$ cat src/rtl/sw_pkg.sv
package sw_pkg;

    typedef enum logic [0:0] {
        ST_RUN   = 1'b0,
        ST_SLEEP = 1'b1
    } sw_state_e;

    typedef enum logic [1:0] {
        WK_RESUME = 2'b00,
        WK_VECTOR = 2'b01,
        WK_RESET  = 2'b10
    } wake_code_e;

endpackage

$ cat src/rtl/sw_wake_detect.sv
module sw_wake_detect #(
    parameter int NSRC = 8
) (
    input  logic [NSRC-1:0] irq_en,
    input  logic [NSRC-1:0] irq_flag,
    output logic            pending
);

    logic [NSRC-1:0] lane_hit;

    for (genvar i = 0; i < NSRC; i++) begin : g_lane
        assign lane_hit[i] = irq_en[i] & irq_flag[i];
    end

    assign pending = |lane_hit;

    always_comb begin
        AST_PENDING_NEEDS_PAIR: assert (!pending || ((irq_en & irq_flag) != '0));
    end

endmodule

$ cat src/rtl/sw_status_bits.sv
module sw_status_bits (
    input  logic clk,
    input  logic rst_n,
    input  logic enter_i,
    input  logic wdt_hit_i,
    output logic pd_o,
    output logic to_o
);

    always_ff @(posedge clk) begin
        if (!rst_n) begin
            pd_o <= 1'b1;
            to_o <= 1'b1;
        end else begin
            if (enter_i) begin
                pd_o <= 1'b0;
                to_o <= 1'b1;
            end else if (wdt_hit_i) begin
                to_o <= 1'b0;
            end
        end
    end

    AST_PD_FALLS_ONLY_ON_ENTER: assert property (@(posedge clk) disable iff (!rst_n)
        $fell(pd_o) |-> $past(enter_i));

    AST_TO_FALLS_ONLY_ON_TIMEOUT: assert property (@(posedge clk) disable iff (!rst_n)
        $fell(to_o) |-> $past(wdt_hit_i));

endmodule

$ cat src/rtl/sw_fsm.sv
module sw_fsm
    import sw_pkg::*;
(
    input  logic       clk,
    input  logic       rst_n,
    input  logic       sleep_req,
    input  logic       pending,
    input  logic       wdt_to,
    input  logic       gie,
    output logic       enter,
    output logic       wdt_hit,
    output logic       osc_en,
    output logic       wdt_clr,
    output logic       wake_vld,
    output wake_code_e wake_code,
    output logic       rst_req
);

    sw_state_e state, nxt;
    logic      irq_wake;
    logic      wdt_wake;
    logic      run_timeout;

    always_comb begin
        nxt         = state;
        enter       = 1'b0;
        wdt_hit     = 1'b0;
        irq_wake    = 1'b0;
        wdt_wake    = 1'b0;
        run_timeout = 1'b0;
        unique case (state)
            ST_RUN: begin
                if (wdt_to) begin
                    run_timeout = 1'b1;
                    wdt_hit     = 1'b1;
                end else if (sleep_req && !pending) begin
                    enter = 1'b1;
                    nxt   = ST_SLEEP;
                end
            end
            ST_SLEEP: begin
                if (wdt_to) begin
                    wdt_wake = 1'b1;
                    wdt_hit  = 1'b1;
                    nxt      = ST_RUN;
                end else if (pending) begin
                    irq_wake = 1'b1;
                    nxt      = ST_RUN;
                end
            end
            default: nxt = ST_RUN;
        endcase
    end

    always_ff @(posedge clk) begin
        if (!rst_n) state <= ST_RUN;
        else        state <= nxt;
    end

    always_ff @(posedge clk) begin
        if (!rst_n) begin
            rst_req   <= 1'b1;
            wake_vld  <= (state == ST_SLEEP);
            wdt_clr   <= (state == ST_SLEEP);
            wake_code <= WK_RESET;
        end else begin
            rst_req   <= run_timeout;
            wake_vld  <= irq_wake | wdt_wake;
            wdt_clr   <= enter | irq_wake | wdt_wake;
            wake_code <= (irq_wake && gie) ? WK_VECTOR : WK_RESUME;
        end
    end

    assign osc_en = (state != ST_SLEEP);

    AST_WAKE_CLEARS_WDT: assert property (@(posedge clk) disable iff (!rst_n)
        wake_vld |-> wdt_clr);

    AST_VECTOR_NEEDS_GIE: assert property (@(posedge clk) disable iff (!rst_n)
        (wake_vld && wake_code == WK_VECTOR) |-> $past(gie));

    AST_CLOCK_BACK_ON_WAKE: assert property (@(posedge clk) disable iff (!rst_n)
        $rose(osc_en) |-> wake_vld);

    AST_RST_REQ_SINGLE: assert property (@(posedge clk) disable iff (!rst_n)
        (rst_req && !$past(wdt_to)) |=> !rst_req);

endmodule

$ cat src/rtl/sleep_wake_ctrl.sv
module sleep_wake_ctrl
    import sw_pkg::*;
#(
    parameter int NSRC = 8
) (
    input  logic            clk,
    input  logic            ext_rst_n,
    input  logic            sleep_req,
    input  logic            wdt_to,
    input  logic            gie,
    input  logic [NSRC-1:0] irq_en,
    input  logic [NSRC-1:0] irq_flag,
    output logic            osc_en,
    output logic            wdt_clr,
    output logic            pd,
    output logic            to,
    output logic            rst_req,
    output logic            wake_vld,
    output logic [1:0]      wake_code
);

    logic       pending;
    logic       enter;
    logic       wdt_hit;
    wake_code_e code_q;

    sw_wake_detect #(.NSRC(NSRC)) u_detect (
        .irq_en   (irq_en),
        .irq_flag (irq_flag),
        .pending  (pending)
    );

    sw_fsm u_fsm (
        .clk       (clk),
        .rst_n     (ext_rst_n),
        .sleep_req (sleep_req),
        .pending   (pending),
        .wdt_to    (wdt_to),
        .gie       (gie),
        .enter     (enter),
        .wdt_hit   (wdt_hit),
        .osc_en    (osc_en),
        .wdt_clr   (wdt_clr),
        .wake_vld  (wake_vld),
        .wake_code (code_q),
        .rst_req   (rst_req)
    );

    sw_status_bits u_status (
        .clk       (clk),
        .rst_n     (ext_rst_n),
        .enter_i   (enter),
        .wdt_hit_i (wdt_hit),
        .pd_o      (pd),
        .to_o      (to)
    );

    assign wake_code = code_q;

    AST_SLEEP_COMMIT: assert property (@(posedge clk) disable iff (!ext_rst_n)
        (osc_en && sleep_req && !pending && !wdt_to) |=> (!osc_en && !pd && to && wdt_clr));

    AST_NOP_HOLDS: assert property (@(posedge clk) disable iff (!ext_rst_n)
        (osc_en && sleep_req && pending && !wdt_to) |=> (osc_en && !wdt_clr && $stable(pd) && $stable(to)));

    AST_RUN_TIMEOUT: assert property (@(posedge clk) disable iff (!ext_rst_n)
        (osc_en && wdt_to) |=> (rst_req && !to && osc_en));

    AST_STAY_ASLEEP: assert property (@(posedge clk) disable iff (!ext_rst_n)
        (!osc_en && !pending && !wdt_to) |=> (!osc_en && !wake_vld));

endmodule

$ cat config.mk
export PLATFORM = sky130hd
export DESIGN_NAME = sleep_wake_ctrl
export DESIGN_NICKNAME = d
export VERILOG_FILES = /design/src/rtl/sw_pkg.sv /design/src/rtl/sw_wake_detect.sv /design/src/rtl/sw_status_bits.sv /design/src/rtl/sw_fsm.sv /design/src/rtl/sleep_wake_ctrl.sv
export SDC_FILE = /design/constraint.sdc
export NUM_CORES = 1
export LEC_CHECK = 0
export ABC_CLOCK_PERIOD_IN_PS = 1720
export BUFFER_PORTS_ARGS = -buffer_cell sky130_fd_sc_hd__buf_4
export CAP_MARGIN = 0
export CORE_AREA = 4 4 41 43
export DETAILED_ROUTE_END_ITERATION = 10
export DIE_AREA = 0 0 45 47
export SYNTH_ARGS = -nofsm -noshare
export SYNTH_HDL_FRONTEND = slang
export SYNTH_HIERARCHICAL = 1
export SYNTH_SLANG_ARGS = --single-unit
$ cat constraint.sdc
create_clock -name clk -period 1.72 [get_ports clk]
set_clock_uncertainty 0.2 [all_clocks]
set_input_delay 0.344 -clock clk [delete_from_list [all_inputs] [get_ports clk]]
set_output_delay 0.344 -clock clk [all_outputs]
set_load 0.02 [all_outputs]
==> results of run 1 <==
[cells in the final DEF, fill, tap and decap left out]
cell type | synthesis | layout
buf_4 | 1 | 28
dfxtp_1 | 8 | 8
a22oi_1 | 4 | 4
clkbuf_4 | 0 | 3
inv_1 | 3 | 3
nand2b_1 | 2 | 2
nor3_1 | 2 | 2
nand4_1 | 1 | 1
nor3b_4 | 1 | 1
nor2_1 | 1 | 1
mux2i_1 | 1 | 1
nand3_1 | 1 | 1
o21a_1 | 1 | 1
a21o_1 | 1 | 1
nand3b_1 | 1 | 1
o21ai_1 | 1 | 1
[report_power, final]
group | switching (mW) | leakage, nW | total, mW | internal (mW)
Sequential | 0.00220 | 0.0656 | 0.194 | 0.192
Combinational | 0.0266 | 0.192 | 0.0713 | 0.0447
Clock | 0.0552 | 0.0138 | 0.134 | 0.0793
[worst max-delay path, cell delays in order (launching register included)]
cell     delay (ns)
dfxtp_1        0.36
inv_1          0.10
buf_4          0.16
[final cells by class]
type	instances	share of cell area (%)
Multi-Input combinational cell	17	22.7
Sequential cell	8	29.3
Clock buffer	3	4.12
Tap cell	15	3.43
Inverter	3	2.06
Timing Repair Buffer	28	38.4
[per-layer routing]
metal,GRT usage [%],vias to the layer above,routed length (um)
li1,-,165,-
met1,8.26,138,306
met2,13.8,23,386
met3,4.98,0,116
met4,5.26,0,0
met5,0,-,0
[sequential cells by signal, summed over array words and instances (netlist names)]
signal / flops
u_fsm/rst_req: 1
u_fsm/state: 1
u_fsm/wake_code: 2
u_fsm/wake_vld: 1
u_fsm/wdt_clr: 1
u_status/pd_o: 1
u_status/to_o: 1
[cell families (layout without fill, tap and decap cells)]
family                 count (synthesis)  after routing  share of synthesized area (%)
and+or+nand+nor                        9              9                           21.1
DFF                                    8              8                           52.9
AOI/OAI and AO/OA                      7              7                           16.5
buffers and inverters                  4             34                           6.20
muxes                                  1              1                           3.31
[how the worst min path moves through the flow]
stage / startpoint / to / depth (start not counted)
3_5_place_dp: u_status/to_o / u_status/to_o / 2
4_1_cts: ext_rst_n / u_fsm/wake_code[1] / 2
3_3_place_gp: u_status/pd_o / u_status/pd_o / 2
2_1_floorplan: wdt_to / u_fsm/wake_code[0] / 1
6_report: ext_rst_n / u_fsm/wake_code[1] / 2
5_1_grt: ext_rst_n / u_fsm/wake_code[1] / 2
[synth_stat cells]
library cell,number
nand3b_1,1
o21ai_1,1
nor3b_4,1
buf_4,1
nand3_1,1
nand2b_1,2
a22oi_1,4
mux2i_1,1
dfxtp_1,8
nor2_1,1
o21a_1,1
nor3_1,2
inv_1,3
a21o_1,1
nand4_1,1
==> qor.tcl, run 1 <==
set qor(run_status) {completed}
set qor(cts.clk_slew.worst_paths_ns) 0.05
set qor(final_max_slew_viol_count) 0
set qor(die_height_um) 47
set qor(die_area_um2) 2120
set qor(flow.area_growth_from_synthesis_pct) 80.6
set qor(cts_made_buffers) 3
set qor(worstSetupEndpoint) {osc_en}
set qor(synth-seq-cells) 8
set qor(cts_tree) {built}
set qor(initial_core_utilization_pct) 23.3
set qor(yosys_top_cell_area_share_pct) 52.9
set qor(totalNegativeSetupSlack_ns) 0
set qor(cp_max_fo) 4
set qor(maxClockFrequency_mhz) 711
set qor(dp.final_hpwl_um) 708
set qor(insertion_delay_ns) 0.24
set qor(powerDensity_nw_per_um2) 731
set qor(reg2reg_depth) 3
set qor(register_to_register_setup_slack_ns) 0.64
set qor(multi_input_area_um2) 124
set qor(grt_antenna_before_repair) 0
set qor(final-instance-count-excl-fill) 74
set qor(cts_repair_resize_count) 0
set qor(detail_route.wirelength_um) 808
set qor(fin_worst_hold_slack_ns) 0.107
set qor(setup_repair_after_global_routing_missed_its_margin) {false}
set qor(core.rowCount) 13
set qor(grt_pass1_vias) 330
set qor(cts_num_sinks) 8
set qor(worstMarginPinSlew_ns) 0.216
set qor(n_fill_cell) 138
set qor(setup.worst_path.start_class) {flip-flop}
set qor(ctsRootBufferMaster) {clkbuf_4}
set qor(synth-warning-count) 6
set qor(placed_cells) 71
set qor(grt_max_degree) 6
set qor(final_net_count) 82
set qor(worst_ir_drop_vdd_uv) 244
set qor(num_antenna_cells) 0
set qor(layout.area.seq_um2) 160
set qor(grt.overflow.total) 0
set qor(final_min_period_over_clock_period_pct) 81.8
set qor(ant_nets) 0
set qor(synthesis.area_um2) 303
set qor(portion_of_the_post_synthesis_area_used_by_sequential_elements_pct) 52.9
set qor(vias_per_cell) 4.41
set qor(wire_per_inst_um) 10.9
set qor(setup_viol) 0
set qor(syn-num-nets) 50
set qor(timing.final.ws_setup_ns) 0.314
set qor(gp_routability_congestion) 0.727
set qor(criticalPathCategory) {reg -> out}
set qor(worstPathArrival_ns) 0.86
set qor(synthDominantAreaCellType) {dfxtp_1}
set qor(drive_gt1_share_pct) 54.2
set qor(netlist_instances) 29
set qor(endpoint_type_of_the_worst_setup_path) {primary output}
set qor(drcViolationCount) 0
set qor(cellLeakagePower_nw) 0.271
set qor(report.power.total_mw) 0.400
set qor(critical_path_required_ns) 1.18
set qor(avgSynthCellArea_um2) 10.4
set qor(minimum_setup_slack_after_placement_ns) 0.0688
set qor(grt_first_pass_wirelength_mm) 1.23
set qor(grtUsageTotal_pct) 8.48
set qor(floorplan.core_area_um2) 1300
set qor(path_category_of_the_worst_min_delay_check) {in -> reg}
set qor(die_w_um) 45
set qor(maxSlewHeadroom_pct) 85.6
set qor(drt_pre_antenna_iters) 2
set qor(detailroute.via_count) 326
set qor(cap_viol_max_count) 0
set qor(drt-initial-drc-count) 4
set qor(netlist_top_cells_area) {dfxtp_1, a22oi_1, nor3b_4}
set qor(r2r-start) {u_fsm/state}
set qor(hold_viol_final) 0
set qor(cts_setup_buffers) 0
set qor(crit-reg2reg-capture) {u_status/pd_o}
set qor(post_dp_cell_area_um2) 524
set qor(cts_max_path_buffers) 2
set qor(htreeDepth) 1
set qor(port_buffers) 28
set qor(io-pin-count) 29
set qor(critPathLaunch) {u_fsm/state}
set qor(fin_area_um2) 547
set qor(fin_crit_ns) 1.41
set qor(postLayoutCoreUtil_pct) 42.0
set qor(yosysUniqueCellTypes) 15
set qor(cts_hold_repair.buffers) 0
Power figures use the tool's default switching activity.
==> run 2, diff against run 1 <==
--- a/config.mk
+++ b/config.mk
@@ -5,7 +5,7 @@
 export SDC_FILE = /design/constraint.sdc
 export NUM_CORES = 1
 export LEC_CHECK = 0
-export ABC_CLOCK_PERIOD_IN_PS = 1720
+export ABC_CLOCK_PERIOD_IN_PS = 1200
 export BUFFER_PORTS_ARGS = -buffer_cell sky130_fd_sc_hd__buf_4
 export CAP_MARGIN = 0
 export CORE_AREA = 4 4 41 43
==> constraint.sdc (replaced) <==
create_clock -name clk -period 1.2 [get_ports clk]
set_clock_uncertainty 0.2 [all_clocks]
set_input_delay 0.24 -clock clk [delete_from_list [all_inputs] [get_ports clk]]
set_output_delay 0.24 -clock clk [all_outputs]
set_load 0.02 [all_outputs]
==> qor.tcl, run 2 (same netlist as run 1, synthesis figures left out) <==
set qor(totalNegativeSetupSlack_ns) -0.0377 ;# -0.0377 ns
set qor(floorplan.core_area_um2) 1300 ;# unchanged
set qor(ctsRootBufferMaster) {clkbuf_4}
set qor(die_area_um2) 2120 ;# unchanged
set qor(worst_ir_drop_vdd_uv) 418 ;# +71%
set qor(io-pin-count) 29 ;# unchanged
set qor(final_max_slew_viol_count) 0 ;# unchanged
set qor(most-common-layout-cells) {buf_4, buf_6, dfxtp_1}
set qor(path_category_of_the_worst_min_delay_check) {in -> reg}
set qor(reg2reg_depth) 3 ;# unchanged
set qor(grtUsageTotal_pct) 10.6 ;# +2.1 points
set qor(dp.final_hpwl_um) 748 ;# +5.6%
set qor(mostFrequentLayoutCell) {buf_4}
set qor(combinationalPowerShare_pct) 20.5 ;# +2.7 points
set qor(setup_viol) 2 ;# +2
set qor(share_of_power_burned_in_the_clock_network_pct) 33.5 ;# about the same
set qor(hold_viol_final) 0 ;# unchanged
set qor(placed_cells) 71 ;# unchanged
set qor(flip_flop_count_of_the_largest_register_after_layout) 2 ;# unchanged
set qor(timing.final.ws_setup_ns) -0.0225 ;# -0.336 ns
set qor(insertion_delay_ns) 0.25 ;# about the same
set qor(worstMarginPinSlew_ns) 0.221 ;# +0.00528 ns
set qor(num_antenna_cells) 0 ;# unchanged
set qor(grt_pass1_vias) 338 ;# +2.4%
set qor(sw_frac_of_total_pct) 22.6 ;# +1.6 points
set qor(cpMaxStageDelayCell) {dfxtp_2}
set qor(failed_checks) {negative setup slack}
set qor(cap_viol_max_count) 0 ;# unchanged
set qor(cts_made_buffers) 3 ;# unchanged
set qor(minimum_setup_slack_after_placement_ns) -0.315 ;# -0.383 ns
set qor(routed.top_layer) {met3}
set qor(flow.area_growth_from_synthesis_pct) 107
set qor(maxSlewHeadroom_pct) 85.1 ;# -0.45 points
set qor(drt-initial-drc-count) 4 ;# unchanged
set qor(port_buffers) 28 ;# unchanged
set qor(endpoint_type_of_the_worst_setup_path) {primary output}
set qor(run_status) {complete, but fails checks}
set qor(cp_max_fo) 4 ;# unchanged
set qor(cts_tree) {built}
set qor(criticalPathCategory) {reg -> out}
set qor(drcViolationCount) 0 ;# unchanged
set qor(core.rowCount) 13 ;# unchanged
set qor(gp_routability_congestion) 0.677 ;# -6.9%
set qor(final-instance-count-excl-fill) 78 ;# +5.4%
set qor(initial_core_utilization_pct) 23.3 ;# unchanged
set qor(cpPeakStageDelay_ns) 0.35 ;# about the same
set qor(wl_met3_um) 101 ;# -13%
set qor(drt_pre_antenna_iters) 3 ;# +1
set qor(top_register) {u_fsm/wake_code}
set qor(powerDensity_nw_per_um2) 968 ;# +32%
set qor(grt_first_pass_wirelength_mm) 1.53 ;# +25%
set qor(grt_max_degree) 6 ;# unchanged
set qor(detail_route.wirelength_um) 935 ;# +16%
set qor(setup_repair_after_global_routing_missed_its_margin) {true}
set qor(die_height_um) 47 ;# unchanged
set qor(n_fill_cell) 130 ;# -5.8%
set qor(fin_worst_hold_slack_ns) 0.0150 ;# -0.0925 ns
set qor(wire_per_inst_um) 12.0 ;# +9.8%
set qor(grt.overflow.total) 0 ;# unchanged
set qor(report.power.total_mw) 0.607 ;# +52%
set qor(critical_path_required_ns) 0.76 ;# -0.42 ns
set qor(detailroute.via_count) 323 ;# -0.92%
set qor(fin_crit_ns) 1.22
set qor(vias_per_cell) 4.14 ;# -6.0%
set qor(cp_cell_sequence) {inv_2 -> buf_6}
set qor(setup.worst_path.start_class) {flip-flop}
set qor(cts_num_sinks) 8 ;# unchanged
set qor(ant_nets) 0 ;# unchanged
set qor(cellLeakagePower_nw) 0.305 ;# +12%
set qor(net_switching_component_of_the_power_mw) 0.137 ;# +63%
set qor(maxClockFrequency_mhz) 818
set qor(final_net_count) 86 ;# +4.9%
set qor(hold-path-cell-count) 2 ;# unchanged
set qor(htreeDepth) 1 ;# unchanged
set qor(final_min_period_over_clock_period_pct) 102
set qor(routed-wl-met2_um) 464 ;# +20%
set qor(power_report.internal_total_mw) 0.470 ;# +49%
set qor(wl_met1_um) 370 ;# +21%
set qor(cts_max_path_buffers) 2 ;# unchanged
set qor(worstPathArrival_ns) 0.78 ;# -0.08 ns
set qor(grt_antenna_before_repair) 0 ;# unchanged
set qor(drive_gt1_share_pct) 66.7 ;# +12 points
set qor(cts.clk_slew.worst_paths_ns) 0.05 ;# about the same
set qor(die_w_um) 45 ;# unchanged
set qor(seqPwrFrac_pct) 46.0 ;# -2.5 points
[run 2: changes by cell type in the layout (fill, tap and decap cells not counted), sizes merged]
cell / previous run / this run
buf: 28 / 30
dlygate4sd3: 0 / 1
dlymetal6s4s: 0 / 1
[run 2: path summary, 6_finish.rpt]
kind / startpoint / endpoint / slack, ns
worst max-delay path: u_fsm/state / osc_en / -0.02
worst min-delay path: sleep_req / u_fsm/state / 0.01
worst max register to register: u_fsm/state / u_status/pd_o / 0.13
worst min register to register: u_status/pd_o / u_status/pd_o / 0.26
[run 2: power by group through the flow]
stage	sequential (mW)	combinational [mW]	clock, mW
after floorplan	0.294	0.0274	0
after global placement	0.283	0.108	0
after detailed placement	0.284	0.110	0
after CTS	0.278	0.121	0.215
after global routing	0.280	0.135	0.237
final	0.279	0.125	0.203
[run 2: what timing repair did]
action	4_1_cts	5_1_grt
endpoints found under the setup margin	4	10
gates resized for setup	7	4
hold endpoints to repair	4	0
setup buffers	0	2
pin swaps	5	2
hold buffers	2	0
[run 2: cell type report]
| class | count | area (um^2) | share of cell area, % |
|---|---|---|---|
| clock buffers | 3 | 22.5 | 3.59 |
| inverters | 3 | 11.3 | 1.80 |
| multi-input cells | 17 | 144 | 23.0 |
| flip-flops and latches | 8 | 164 | 26.1 |
| well taps | 15 | 18.8 | 2.99 |
| repair buffers | 32 | 267 | 42.5 |
[run 2: critical path, delay by kind of cell, from the launching register on]
family / cells / cell delay (ns)
buffers and inverters: 2 / 0.17
DFF: 1 / 0.35
[run 2: through the flow]
step | area [um^2] | util [%]
3_5_place_dp | 539 | 41.4
5_1_grt | 627 | 48.2
6_report | 627 | 48.2
2_1_floorplan | 318 | -
3_3_place_gp | 539 | 41.4
4_1_cts | 603 | 46.3
[run 2: routing by layer]
layer / vias to the layer above / global-route usage [%]
met4: 0 / 5.26
met3: 0 / 6.90
met2: 12 / 15.8
met5: - / 0
li1: 170 / -
met1: 141 / 11.7
==> run 3, diff against run 2 <==
--- a/config.mk
+++ b/config.mk
@@ -11,6 +11,7 @@
 export CORE_AREA = 4 4 41 43
 export DETAILED_ROUTE_END_ITERATION = 10
 export DIE_AREA = 0 0 45 47
+export PLACE_DENSITY = 0.57
 export SYNTH_ARGS = -nofsm -noshare
 export SYNTH_HDL_FRONTEND = slang
 export SYNTH_HIERARCHICAL = 1
==> constraint.sdc (replaced) <==
create_clock -name clk -period 1.2 [get_ports clk]
set_clock_uncertainty 0.2 [all_clocks]
set_input_delay 0.36 -clock clk [delete_from_list [all_inputs] [get_ports clk]]
set_output_delay 0.36 -clock clk [all_outputs]
set_load 0.02 [all_outputs]
==> qor.tcl, run 3 (same netlist as run 1, synthesis figures left out) <==
set qor(mostFrequentLayoutCell) {buf_4}
set qor(worstMarginPinSlew_ns) 0.205 ;# -0.0163 ns
set qor(die_height_um) 47 ;# unchanged
set qor(final_max_slew_viol_count) 0 ;# unchanged
set qor(flow.area_growth_from_synthesis_pct) 121
set qor(cellLeakagePower_nw) 0.314 ;# +3.2%
set qor(postLayoutCoreUtil_pct) 51.5 ;# +3.4 points
set qor(top_register) {u_fsm/wake_code}
set qor(cts.clk_slew.worst_paths_ns) 0.05 ;# about the same
set qor(n_fill_cell) 132 ;# +1.5%
set qor(powerDensity_nw_per_um2) 909 ;# -6.1%
set qor(drt-initial-drc-count) 1 ;# -3
set qor(grt_pass1_vias) 359 ;# +6.2%
set qor(cp_max_fo) 2 ;# -2
set qor(reg2reg_depth) 4 ;# +1
set qor(most-common-layout-cells) {buf_4, buf_6, dfxtp_2}
set qor(criticalPathCategory) {reg -> out}
set qor(gp_routability_congestion) 0.685 ;# +1.2%
set qor(ant_nets) 0 ;# unchanged
set qor(grt_first_pass_wirelength_mm) 1.52 ;# -0.85%
set qor(r2r-start) {u_fsm/state}
set qor(floorplan.core_area_um2) 1300 ;# unchanged
set qor(register_to_register_setup_slack_ns) 0.04 ;# -0.09 ns
set qor(grt_antenna_before_repair) 0 ;# unchanged
set qor(failed_checks) {negative setup slack}
set qor(num_antenna_cells) 0 ;# unchanged
set qor(vias_per_cell) 4.17 ;# +0.62%
set qor(cts_max_path_buffers) 2 ;# unchanged
set qor(setup_viol) 12 ;# +10
set qor(die_w_um) 45 ;# unchanged
set qor(fin_worst_hold_slack_ns) 0.105 ;# +0.0904 ns
set qor(setup.worst_path.start_class) {flip-flop}
set qor(detail_route.wirelength_um) 934 ;# -0.11%
set qor(cts_made_buffers) 3 ;# unchanged
set qor(grtUsageTotal_pct) 10.3 ;# -0.30 points
set qor(worst_ir_drop_vdd_uv) 466 ;# +12%
set qor(flip_flop_count_of_the_largest_register_after_layout) 2 ;# unchanged
set qor(final_net_count) 86 ;# unchanged
set qor(io-pin-count) 29 ;# unchanged
set qor(insertion_delay_ns) 0.25 ;# about the same
set qor(endpoint_type_of_the_worst_setup_path) {primary output}
set qor(core.rowCount) 13 ;# unchanged
set qor(critical_path_required_ns) 0.64 ;# -0.12 ns
set qor(maxClockFrequency_mhz) 767 ;# -6.2%
set qor(critPathLaunch) {u_fsm/state}
set qor(dp.final_hpwl_um) 727 ;# -2.8%
set qor(grt.overflow.total) 0 ;# unchanged
set qor(htreeDepth) 1 ;# unchanged
set qor(report.power.total_mw) 0.610 ;# +0.46%
set qor(grt_max_degree) 5 ;# -1
set qor(drcViolationCount) 0 ;# unchanged
set qor(worstPathArrival_ns) 0.74 ;# -0.04 ns
set qor(placed_cells) 73 ;# +2.8%
set qor(setup_repair_after_global_routing_missed_its_margin) {true}
set qor(maxSlewHeadroom_pct) 86.3 ;# +1.2 points
set qor(drt_pre_antenna_iters) 2 ;# -1
set qor(initial_core_utilization_pct) 23.3 ;# unchanged
set qor(fin_crit_ns) 1.30 ;# +0.0814 ns
set qor(hold_viol_final) 0 ;# unchanged
set qor(die_area_um2) 2120 ;# unchanged
set qor(cts_num_sinks) 8 ;# unchanged
set qor(ctsRootBufferMaster) {clkbuf_4}
set qor(detailroute.via_count) 325 ;# +0.62%
set qor(cpPeakStageDelay_ns) 0.34 ;# about the same
set qor(cpMaxStageDelayCell) {dfxtp_2}
set qor(run_status) {complete, but fails checks}
set qor(final_min_period_over_clock_period_pct) 109 ;# +6.8 points
set qor(crit-reg2reg-capture) {u_status/to_o}
set qor(worstSetupEndpoint) {osc_en}
set qor(drive_gt1_share_pct) 79.4 ;# +13 points
set qor(path_category_of_the_worst_min_delay_check) {in -> reg}
set qor(timing.final.ws_setup_ns) -0.104 ;# -0.0814 ns
set qor(final-instance-count-excl-fill) 78 ;# unchanged
set qor(wire_per_inst_um) 12.0 ;# -0.11%
set qor(cp_cell_sequence) {inv_2 -> buf_6}
set qor(port_buffers) 28 ;# unchanged
set qor(totalNegativeSetupSlack_ns) -0.645 ;# -0.607 ns
set qor(cap_viol_max_count) 0 ;# unchanged
set qor(cts_tree) {built}
-- run 3: cell type report --
type                            count  area (um^2)  share of cell area (%)
Multi-Input combinational cell     17          155                    23.1
Tap cell                           15         18.8                    2.80
Sequential cell                     8          170                    25.4
Timing Repair Buffer               32          293                    43.7
Inverter                            3         11.3                    1.68
Clock buffer                        3         22.5                    3.36
-- run 3: repair_timing --
action,CTS,global route
resized for setup,25,1
setup buffers,2,0
setup endpoints to repair,13,14
hold buffers,0,0
pin swaps,8,3
-- run 3: metal layers --
metal | routed length, um | up-vias | GRT usage (%)
li1 | - | 171 | -
met1 | 370 | 144 | 11.1
met2 | 486 | 10 | 17.8
met3 | 76 | 0 | 7.28
met4 | 0 | 0 | 0
met5 | 0 | - | 0
-- run 3: through the flow --
stage / setup slack, ns / cell area [um^2]
after detailed placement: -0.410 / 554
after global placement: -0.385 / 554
after global routing: -0.157 / 671
final: -0.104 / 671
after CTS: -0.108 / 667
after floorplan: -0.195 / 318
-- run 3: worst min-delay path by stage --
stage                        from                  to  slack [ns]  depth (start not counted)
global route            ext_rst_n       u_status/pd_o        0.10                          2
CTS                     ext_rst_n       u_status/pd_o        0.09                          2
finish                  ext_rst_n       u_status/pd_o        0.11                          2
floorplan                  wdt_to  u_fsm/wake_code[0]        0.24                          1
global placement    u_status/pd_o       u_status/pd_o        0.25                          2
detailed placement  u_status/pd_o       u_status/pd_o        0.25                          2
-- run 3: worst max-delay path, delay by kind of cell, from the launching register on --
| family | cells | cell delay [ns] |
|---|---|---|
| DFF | 1 | 0.34 |
| buffers and inverters | 2 | 0.16 |
-- run 3: power by group --
part | total [mW] | switching (mW) | internal (mW)
Sequential | 0.281 | 0.00446 | 0.276
Clock | 0.197 | 0.0828 | 0.114
Combinational | 0.132 | 0.0467 | 0.0856
